$ cat src/rtl/smooth_pkg.sv
package smooth_pkg;

  // Right-shift amount that realises the factor (1 - gamma) for a pole code.
  function automatic int unsigned pole_shift(input int unsigned code);
    return code + 1;
  endfunction

  // Fixed-point state width for a given pixel and fraction width (one guard bit).
  function automatic int unsigned state_width(input int unsigned pix_w,
                                              input int unsigned frac_w);
    return pix_w + frac_w + 1;
  endfunction

endpackage

$ cat src/rtl/smooth_coef.sv
module smooth_coef #(
  parameter int CODE_W = 3,
  parameter int SH_W   = 4
) (
  input  logic              clk,
  input  logic              rst_n,
  input  logic              in_vld,
  input  logic              in_sol,
  input  logic [CODE_W-1:0] code,
  output logic [SH_W-1:0]   sh_cur
);
  logic [SH_W-1:0] sh_q;
  logic [SH_W-1:0] sh_fresh;
  logic [SH_W-1:0] sh_nxt;
  logic            take;

  always_comb begin
    sh_fresh = SH_W'(smooth_pkg::pole_shift(int'(code)));
    take     = in_vld && in_sol;
    sh_nxt   = take ? sh_fresh : sh_q;
    sh_cur   = in_sol ? sh_fresh : sh_q;
  end

  always_ff @(posedge clk or negedge rst_n) begin
    if (!rst_n) begin
      sh_q <= SH_W'(smooth_pkg::pole_shift(0));
    end else if (take) begin
      sh_q <= sh_nxt;
    end
  end
endmodule

$ cat src/rtl/smooth_pole.sv
module smooth_pole #(
  parameter int SW   = 17,
  parameter int SH_W = 4
) (
  input  logic                 clk,
  input  logic                 rst_n,
  input  logic                 in_vld,
  input  logic                 in_sol,
  input  logic [SH_W-1:0]      in_sh,
  input  logic signed [SW-1:0] in_data,
  output logic                 out_vld,
  output logic                 out_sol,
  output logic [SH_W-1:0]      out_sh,
  output logic signed [SW-1:0] out_data
);
  logic signed [SW:0]   diff;
  logic signed [SW:0]   step;
  logic signed [SW-1:0] acc;
  logic signed [SW-1:0] data_nxt;

  always_comb begin
    diff     = {in_data[SW-1], in_data} - {out_data[SW-1], out_data};
    step     = diff >>> in_sh;
    acc      = out_data + step[SW-1:0];
    data_nxt = in_sol ? in_data : acc;
  end

  always_ff @(posedge clk or negedge rst_n) begin
    if (!rst_n) begin
      out_vld <= 1'b0;
    end else begin
      out_vld <= in_vld;
    end
  end

  always_ff @(posedge clk or negedge rst_n) begin
    if (!rst_n) begin
      out_sol  <= 1'b0;
      out_sh   <= '0;
      out_data <= '0;
    end else if (in_vld) begin
      out_sol  <= in_sol;
      out_sh   <= in_sh;
      out_data <= data_nxt;
    end
  end
endmodule

$ cat src/rtl/smooth_round.sv
module smooth_round #(
  parameter int PIX_W  = 8,
  parameter int FRAC_W = 8,
  parameter int SW     = 17
) (
  input  logic                 clk,
  input  logic                 rst_n,
  input  logic                 in_vld,
  input  logic signed [SW-1:0] in_data,
  output logic                 out_vld,
  output logic [PIX_W-1:0]     out_pix
);
  localparam int HALF = 1 << (FRAC_W - 1);

  logic signed [SW:0]  rnd;
  logic signed [SW:0]  quo;
  logic [PIX_W-1:0]    pix_nxt;

  always_comb begin
    rnd = {in_data[SW-1], in_data} + $signed((SW+1)'(HALF));
    quo = rnd >>> FRAC_W;
    if (rnd[SW]) begin
      pix_nxt = '0;
    end else if (|quo[SW:PIX_W]) begin
      pix_nxt = '1;
    end else begin
      pix_nxt = quo[PIX_W-1:0];
    end
  end

  always_ff @(posedge clk or negedge rst_n) begin
    if (!rst_n) begin
      out_vld <= 1'b0;
    end else begin
      out_vld <= in_vld;
    end
  end

  always_ff @(posedge clk or negedge rst_n) begin
    if (!rst_n) begin
      out_pix <= '0;
    end else if (in_vld) begin
      out_pix <= pix_nxt;
    end
  end
endmodule

$ cat src/rtl/smooth_iir2.sv
module smooth_iir2 #(
  parameter int PIX_W   = 8,
  parameter int FRAC_W  = 8,
  parameter int CODE_W  = 3,
  parameter int N_POLES = 2
) (
  input  logic              clk,
  input  logic              rst_n,
  input  logic              pix_vld,
  input  logic              pix_sol,
  input  logic [PIX_W-1:0]  pix_in,
  input  logic [CODE_W-1:0] gamma_sel,
  output logic              smo_vld,
  output logic [PIX_W-1:0]  smo_out
);
  localparam int SW     = int'(smooth_pkg::state_width(PIX_W, FRAC_W));
  localparam int MAX_SH = 1 << CODE_W;
  localparam int SH_W   = $clog2(MAX_SH + 1);

  logic                 stg_vld  [N_POLES+1];
  logic                 stg_sol  [N_POLES+1];
  logic [SH_W-1:0]      stg_sh   [N_POLES+1];
  logic signed [SW-1:0] stg_data [N_POLES+1];

  smooth_coef #(.CODE_W(CODE_W), .SH_W(SH_W)) i_coef (
    .clk    (clk),
    .rst_n  (rst_n),
    .in_vld (pix_vld),
    .in_sol (pix_sol),
    .code   (gamma_sel),
    .sh_cur (stg_sh[0])
  );

  always_comb begin
    stg_vld[0]  = pix_vld;
    stg_sol[0]  = pix_sol;
    stg_data[0] = {1'b0, pix_in, {FRAC_W{1'b0}}};
  end

  for (genvar k = 0; k < N_POLES; k++) begin : g_pole
    smooth_pole #(.SW(SW), .SH_W(SH_W)) i_pole (
      .clk      (clk),
      .rst_n    (rst_n),
      .in_vld   (stg_vld[k]),
      .in_sol   (stg_sol[k]),
      .in_sh    (stg_sh[k]),
      .in_data  (stg_data[k]),
      .out_vld  (stg_vld[k+1]),
      .out_sol  (stg_sol[k+1]),
      .out_sh   (stg_sh[k+1]),
      .out_data (stg_data[k+1])
    );
  end

  smooth_round #(.PIX_W(PIX_W), .FRAC_W(FRAC_W), .SW(SW)) i_round (
    .clk     (clk),
    .rst_n   (rst_n),
    .in_vld  (stg_vld[N_POLES]),
    .in_data (stg_data[N_POLES]),
    .out_vld (smo_vld),
    .out_pix (smo_out)
  );
endmodule

$ cat config.mk
export PLATFORM = sky130hd
export DESIGN_NAME = smooth_iir2
export DESIGN_NICKNAME = d
export VERILOG_FILES = /design/src/rtl/smooth_pkg.sv /design/src/rtl/smooth_coef.sv /design/src/rtl/smooth_pole.sv /design/src/rtl/smooth_round.sv /design/src/rtl/smooth_iir2.sv
export SDC_FILE = /design/constraint.sdc
export NUM_CORES = 1
export LEC_CHECK = 0
export CAP_MARGIN = 15
export CORE_ASPECT_RATIO = 1.75
export CORE_MARGIN = 3
export CORE_UTILIZATION = 45
export DETAILED_ROUTE_END_ITERATION = 8
export DONT_BUFFER_PORTS = 1
export PLACE_DENSITY = 0.56
export SLEW_MARGIN = 20
export SYNTH_ARGS = -nofsm -noshare
export SYNTH_HDL_FRONTEND = slang
export SYNTH_SLANG_ARGS = --single-unit
$ cat constraint.sdc
create_clock -name clk -period 10.1 [get_ports clk]
set_input_delay 0.505 -clock clk [delete_from_list [all_inputs] [get_ports clk]]
set_output_delay 0.505 -clock clk [all_outputs]
set_load 0.03 [all_outputs]
### Word level (Yosys, flattened, before mapping)

Cells that the tools add are included.
W data, S select, Z words.

| storage, ports and cells | value |
|---|---|
| register bits after elaboration | 54 |
| output and inout bits | 9 |
| word-level logic and storage cells | 24 |

| operators by class | value |
|---|---|
| $add $sub $neg | 6 |
| shift-type cells | 2 |
| multiplexer cells | 5 |
| reduce and logical (&&, ||, !) cells | 2 |

Operators by type and width:

| operator | count |
|---|---|
| $sshr A18 B4 Y17 | 2 |
| $sub A17 B17 Y18 | 2 |
| $add A17 B17 Y17 | 2 |
| $mux W17 | 2 |
| $add A17 B9 Y18 const B | 1 |
| $mux W8 | 2 |
| $add A3 B1 Y4 const B | 1 |
| $mux W4 | 1 |
| $reduce_or A2 Y1 | 1 |
| $logic_and A1 B1 Y1 | 1 |

### Depth between registers and ports, before layout

Gate-level depths: netlist of the first run.

| depth | value |
|---|---|
| depth in word-level cells | 5 |
| gate-level depth with buffers | 21 |
| mapped depth without buffers | 21 |

### Modules after synthesis

A second synthesis of the first run with hierarchy kept.

| unflattened totals | value |
|---|---|
| cells, all modules | 1028 |
| area total of the unflattened synthesis | 8244.2 um^2 |

By module, submodules not included:

| module | instances | cells each | area an instance (um^2) | seq. area each (um^2) |
|---|---|---|---|---|
| smooth_pole at g_pole[0].i_pole | 1 | 501 | 3931.3 | 575.6 |
| smooth_pole at g_pole[1].i_pole | 1 | 453 | 3552.2 | 575.6 |
| smooth_round | 1 | 53 | 509.2 | 225.2 |
| smooth_coef | 1 | 20 | 247.7 | 101.3 |
| smooth_iir2 | 1 | 1 | 3.8 | 0.0 |

### Worst setup path after synthesis of the first run

OpenSTA, ideal clock, no wires.

| timing path | value |
|---|---|
| path type | flip-flop to flip-flop |
| start | register g_pole[0].i_pole.out_data[0] |
| end | register g_pole[1].i_pole.out_data[16] |
| library setup time | 0.132 ns |
| data arrival time | 5.042 ns |
| path slack | 4.926 ns |
| stages on the path, launching flop included | 22 |
| path buffers | 0 |
| clock period less this slack | 5.174 ns |
| path through | dfrtp_1 inv_1 ha_1 fa_1 nand2b_1 a21oi_2 o21ai_4 o2111a_1 o31ai_2 o31ai_1 mux4_2 mux2_2 ha_1 fa_1 a211oi_1 nor2_1 o211ai_1 nand3_1 a41oi_1 o21ai_0 nand4_1 or3b_1 |

| on the way | value |
|---|---|
| cells in the longest elaborated chain, start to end | 4 |

RTL lines:

| what | RTL line | RTL |
|---|---|---|
| from (decl) | smooth_pole.sv:14 | `output logic signed [SW-1:0] out_data` |
| from (signal assigned) | smooth_pole.sv:44 | `out_data <= data_nxt;` |
| $sub A17 B17 Y18 | smooth_pole.sv:22 | `diff = {in_data[SW-1], in_data} - {out_data[SW-1], out_data};` |
| $sshr A18 B4 Y17 | smooth_pole.sv:23 | `step = diff >>> in_sh;` |
| $add A17 B17 Y17 | smooth_pole.sv:24 | `acc = out_data + step[SW-1:0];` |
| $mux W17 | smooth_pole.sv:25 | `data_nxt = in_sol ? in_data : acc;` |
| to (signal assigned) | smooth_pole.sv:44 |  |
| to (decl) | smooth_pole.sv:14 |  |

No other way between the ends.
A chain may end at the register's enable or synchronous reset.

### Worst setup path in the final report of the first run

Same ends and word-level chain as after synthesis.

==> results.toml, run 1 <==
[final_layout]
n_fill_cell = 1706
multi_input_area_um2 = 5754
drive_above_1_share_pct = 6.042
antenna_cells = 0
area_delta_synth_final_pct = 4.138
layout_common_cells = "nor2_1 (98), nand2_1 (88), o21ai_0 (72), a21oi_1 (71), ha_1 (61)"
final_common_cell = "nor2_1"
nets = 1038
regArea_um2 = 1353

[timing]
tightest_slew_ns = 0.8442
final-hold-violation-count = 0
min_period_over_period_pct = 59.07
setup_viol = 0
fin_ws_ns = 4.134
whs_ns = 0.04030
max-slew-margin-rel_pct = 43.72
fmax_mhz = 167.6
min_period_ns = 5.966
rsz0062_at_grt = "false"
fin_skew_ns = 0.01988
drv_slew = 0
setup-tns-final_ns = 0

[synth]
avgSynthCellArea_um2 = 7.544
synth_area_um2 = 7528
synth_area_leaders = "dfrtp_1 (18%), ha_1 (10%), nor2_1 (4.9%)"
synth-seq-cells = 54
synth_top_area_share_pct = 17.62
synth_top_cell_by_area = "dfrtp_1"
synthCells = 998
synth-edff-count = 0
async_flop_share_pct = 100.0
ys_seq_area_share_pct = 17.97
synth_cell_types = 82
synth-main-ff-cell = "dfrtp_1"
syn_nets = 1077
yosys_warnings = 0

[critical_path]
crit_path_start = "g_pole[0].i_pole.out_data[0]$_DFFE_PN0P_"
cp_max_fo = 7
crit_type = "flip-flop to flip-flop"
cp-start-kind = "flip-flop"
crit_slowest_cell = "mux4_2"
worst-path-buf-inv = 1
cp.arrival_ns = 6.15
path_cells = "inv_1 -> ha_1 -> fa_1 -> nand2b_1 -> a21oi_2 -> o21ai_4 -> o2111a_1 -> o31ai_2 -> o31ai_1 -> mux4_2 -> mux2_2 -> ha_1 -> fa_1 -> a211oi_1 -> nor2_1 -> o211ai_1 -> nand3_1 -> a41oi_1 -> o21ai_0 -> nand4_1 -> or3b_1"
end_kind = "flip-flop"
critPathTopFamily = "compound AO/OA/AOI/OAI gates"
r2r-start = "g_pole[0].i_pole.out_data[0]$_DFFE_PN0P_"
cp.required_ns = 10.28
slowest_delay_ns = 0.52

[floorplanning]
num_rows = 62
num_io_pins = 24
die-area_um2 = 18380
dieHeight_um = 177.1
coreArea_um2 = 16450
start_util_pct = 45.78
die_x_um = 103.8

[placed_design]
place_ws_ns = 4.170
gp_congestion = 0.9936
place_hpwl_um = 19650
numPortBuffers = 0

[global_routing]
grt_overflow = 0
grt_max_degree = 54
gr-usage-met3_pct = 1.935
use_met1_pct = 27.80
grt_busiest_layer = "met2"
first_global_vias = 7702
antenna_found_initial = 0
grt_pass1_wl_um = 39990
grtUsageMet2_pct = 53.39
track_usage_pct = 27.14

[routing]
drtIter0Drc = 399
wl_per_cell_um = 21.04
drcViolationCount = 0
routed_wl_um = 24910
ant_nets = 0
via_per_inst = 6.389
vias = 7565
first_pass_iters = 5

[hold_path]
hold_path_class = "input port to async pin"

[cts]
cts_sinks = 54
cts_max_level = 2
cts_made_buffers = 5
cts_buffer_depth = 2
cts_tree = "done"
clkTransAtPathRegs_ns = 0.08
cts_resized = 0
insertion_delay_ns = 0.31
cts_root_buffer = "clkbuf_16"

[run_status]
status = "completed"

[flow_run]
max_cap_violations = 0
-- layout make-up --
type | instances | area share, %
inverters | 52 | 2.490
repair buffers | 8 | 1.021
multi-input cells | 838 | 73.40
clock buffers | 6 | 1.771
well taps | 224 | 3.575
flip-flops and latches | 54 | 17.25
clock inverters | 2 | 0.4947
-- stage by stage --
stage | instances | cell area, um^2 | util [%]
floorplan | 998 | 7528 | -
global placement | 1175 | 7631 | 46.40
detailed placement | 1175 | 7635 | 46.42
CTS | 1184 | 7840 | 47.67
global route | 1184 | 7840 | 47.67
finish | 1184 | 7840 | 47.67
-- final timing paths --
path                                                              to  slack (ns)  depth (start not counted)
max                        g_pole[1].i_pole.out_data[16]$_DFFE_PN0P_        4.13                         21
min                                       i_coef.sh_q[0]$_DFFE_PN1P_        0.04                          0
max reg2reg                g_pole[1].i_pole.out_data[16]$_DFFE_PN0P_        4.13                         21
min reg2reg                               i_coef.sh_q[2]$_DFFE_PN0P_        0.49                          2
max in group asynchronous   g_pole[1].i_pole.out_data[0]$_DFFE_PN0P_        9.78                          1
min in group clk                  g_pole[0].i_pole.out_vld$_DFF_PN0_        0.22                          0
-- registers in the layout, summed over array words and instances, names as in the netlist --
signal and cells:
g_pole.i_pole.out_sh 4, i_round.out_pix 8, i_coef.sh_q 4, g_pole.i_pole.out_vld 2, i_round.out_vld 1, g_pole.i_pole.out_data 34, g_pole.i_pole.out_sol 1
-- layer usage --
metal | share of wire (%) | up-vias
met4 | 5.9 | 0
met2 | 55 | 188
li1 | - | 3649
met3 | 2.8 | 74
met5 | 0 | -
met1 | 37 | 3654
-- what timing repair did --
item	CTS	global route
setup buffers	0	0
hold endpoints to repair	53	0
hold buffers	1	0
setup endpoints to repair	0	0
-- cell usage after synthesis (22+ instances only) --
cell / n
a211oi_1: 22
ha_1: 61
a21oi_1: 72
nor2_1: 98
xnor2_1: 33
dfrtp_1: 53
o21ai_0: 72
clkbuf_1: 36
nand2_1: 88
inv_1: 50
nand3_1: 36
a21o_1: 22
-- worst register-to-register path, cell delays in order, from the launching register on --
cell and delay [ns]:
dfrtp_1 0.48, inv_1 0.13, ha_1 0.27, fa_1 0.43
nand2b_1 0.20, a21oi_2 0.27, o21ai_4 0.15, o2111a_1 0.30
o31ai_2 0.27, o31ai_1 0.13, mux4_2 0.52, mux2_2 0.28
ha_1 0.22, fa_1 0.43, a211oi_1 0.23, nor2_1 0.14
o211ai_1 0.29, nand3_1 0.19, a41oi_1 0.29, o21ai_0 0.16
nand4_1 0.11, or3b_1 0.35
-- kinds of logic after synthesis --
kind of cell | Yosys count | share of synthesized area, %
AOI/OAI and AO/OA | 354 | 31.93
and+or+nand+nor | 333 | 21.56
buffers and inverters | 106 | 5.700
adders and majority gates | 64 | 10.94
DFF | 54 | 17.97
xor gates and xnor gates | 50 | 5.817
muxes | 37 | 6.099
Power of run 1 is left out: the tool's default activity adds up to more than one toggle a clock period on the data nets, which glitch-free logic cannot reach.
==> run 2: changes to the inputs <==
clock period = 5.9 ns   (was 10.1 ns; I/O delays follow)
==> run 2 against run 1 <==
Design area is 1.9% higher. First-iteration DRC count down 6.3%. Clock-buffer cell count is the same. Largest cell class unchanged. Fmax grew 7.1%. Worst setup slack lost 3.8 ns. Global-route usage grew 0.11 points. Sequential share of layout area down 0.31 points. Highest routed layer unchanged. Register-to-register slack lost 3.8 ns. Hold slack improved by 0.016 ns. Wire length about the same.
==> results.toml, run 2 (synthesized netlist as in run 1, its figures left out) <==
[routing]
via_per_inst = 6.246
drcViolationCount = 0
first_pass_iters = 6
routed_wl_um = 24920
wl_per_cell_um = 20.66
drtIter0Drc = 374
ant_nets = 0
vias = 7533

[final_layout]
nets = 1060
largestRegisters = "g_pole.i_pole.out_data (34), i_round.out_pix (8)"
top_register = "g_pole.i_pole.out_data"
drive_above_1_share_pct = 7.841
final_common_cell = "nor2_1"
antenna_cells = 0
area_delta_synth_final_pct = 6.066
layout_common_cells = "nor2_1 (98), nand2_1 (88), a21oi_1 (72), o21ai_0 (72), ha_1 (61)"
largest_reg_flops = 34

[placed_design]
place_ws_ns = 0.3186
gp_congestion = 0.9836
numPortBuffers = 0
place_hpwl_um = 20080

[critical_path]
cp.required_ns = 6.09
rr_worst_depth = 21
crit_type = "flip-flop to flip-flop"
slowest_delay_ns = 0.50
cp.arrival_ns = 5.76
end_kind = "flip-flop"
cp-start-kind = "flip-flop"
crit_slowest_cell = "mux4_2"
path_cells = "inv_1 -> ha_1 -> fa_1 -> nand2b_1 -> a21oi_2 -> o21ai_4 -> o2111a_1 -> o31ai_2 -> o31ai_1 -> mux4_2 -> mux2_2 -> ha_1 -> fa_1 -> a211oi_1 -> nor2_1 -> o211ai_1 -> nand3_1 -> a41oi_1 -> o21ai_0 -> nand4_1 -> or3b_1"
cp_max_fo = 7

[timing]
rsz0062_at_grt = "false"
tightest_slew_ns = 0.8574
min_period_ns = 5.572
final-hold-violation-count = 0
setup-tns-final_ns = 0
fin_skew_ns = 0.009891
drv_slew = 0
min_period_over_period_pct = 94.44
fin_ws_ns = 0.3282
setup_viol = 0
fmax_mhz = 179.5
max-slew-margin-rel_pct = 42.84

[floorplanning]
die_x_um = 103.8
num_io_pins = 24
num_rows = 62
die-area_um2 = 18380
coreArea_um2 = 16450
dieHeight_um = 177.1
start_util_pct = 45.78

[cts]
insertion_delay_ns = 0.31
cts_made_buffers = 5
cts_root_buffer = "clkbuf_16"
cts_max_level = 2
cts_buffer_depth = 2
clkTransAtPathRegs_ns = 0.08
cts_tree = "done"
cts_sinks = 54

[global_routing]
antenna_found_initial = 0
grt_overflow = 0
grt_max_degree = 55
track_usage_pct = 27.25
grt_pass1_wl_um = 39840
first_global_vias = 7610

[run_status]
status = "completed"

[hold_path]
min_path_cells = 1
hold_path_class = "input port to flip-flop"

[flow_run]
max_cap_violations = 0
==> run 2: cell count changes in the layout (fill, tap and decap cells not counted) <==
cell | before | now
a21oi_1 | 71 | 72
a21oi_2 | 4 | 3
buf_4 | 7 | 27
bufinv_16 | 1 | 0
clkinv_4 | 0 | 2
dlygate4sd3_1 | 0 | 2
inv_6 | 1 | 0
==> run 2: worst paths after layout <==
kind | startpoint | end | slack, ns
max | g_pole[0].i_pole.out_data[0]$_DFFE_PN0P_ | g_pole[1].i_pole.out_data[16]$_DFFE_PN0P_ | 0.33
min | gamma_sel[0] | i_coef.sh_q[0]$_DFFE_PN1P_ | 0.06
max reg2reg | g_pole[0].i_pole.out_data[0]$_DFFE_PN0P_ | g_pole[1].i_pole.out_data[16]$_DFFE_PN0P_ | 0.33
min reg2reg | i_coef.sh_q[2]$_DFFE_PN0P_ | i_coef.sh_q[2]$_DFFE_PN0P_ | 0.49
max in group asynchronous | rst_n | i_coef.sh_q[0]$_DFFE_PN1P_ | 5.08
min in group asynchronous | rst_n | i_round.out_pix[7]$_DFFE_PN0P_ | 0.51
==> run 2: timing repair <==
item	4_1_cts	5_1_grt
hold buffers	2	1
hold endpoints to repair	54	1
buffers inserted	0	0
gates resized for setup	0	0
==> run 2: worst max-delay path, delay by kind of cell (launching register included) <==
family / cells / cell delay [ns]
and+or+nand+nor: 5 / 0.96
adders and majority gates: 4 / 1.33
buffers and inverters: 1 / 0.09
muxes: 2 / 0.78
DFF: 1 / 0.34
AOI/OAI and AO/OA: 9 / 1.95
==> run 2: per-layer routing <==
metal / track usage (%) / vias to the layer above / routed length (um)
li1: - / 3700 / -
met1: 27.11 / 3561 / 9060
met2: 54.70 / 200 / 13790
met3: 2.081 / 72 / 688
met4: 15.59 / 0 / 1375
met5: 0 / - / 0
==> run 2: cell type report <==
cell class	count	area, um^2
well taps	224	280.3
clock buffers	6	138.9
inverters	52	195.2
flip-flops and latches	54	1353
multi-input cells	838	5751
fillers	1736	8461
repair buffers	30	250.2
clock inverters	2	17.52
==> run 2: metrics by stage <==
stage | instances | hold WS, ns | area, um^2 | utilization, %
finish | 1206 | 0.05667 | 7985 | 48.55
global route | 1206 | 0.05949 | 7985 | 48.55
CTS | 1205 | 0.00005845 | 7975 | 48.49
detailed placement | 1195 | 0.0001859 | 7781 | 47.31
global placement | 1195 | 0.0004413 | 7781 | 47.31
floorplan | 998 | -0.0005911 | 7528 | -
Power of run 2 is left out for the same reason.
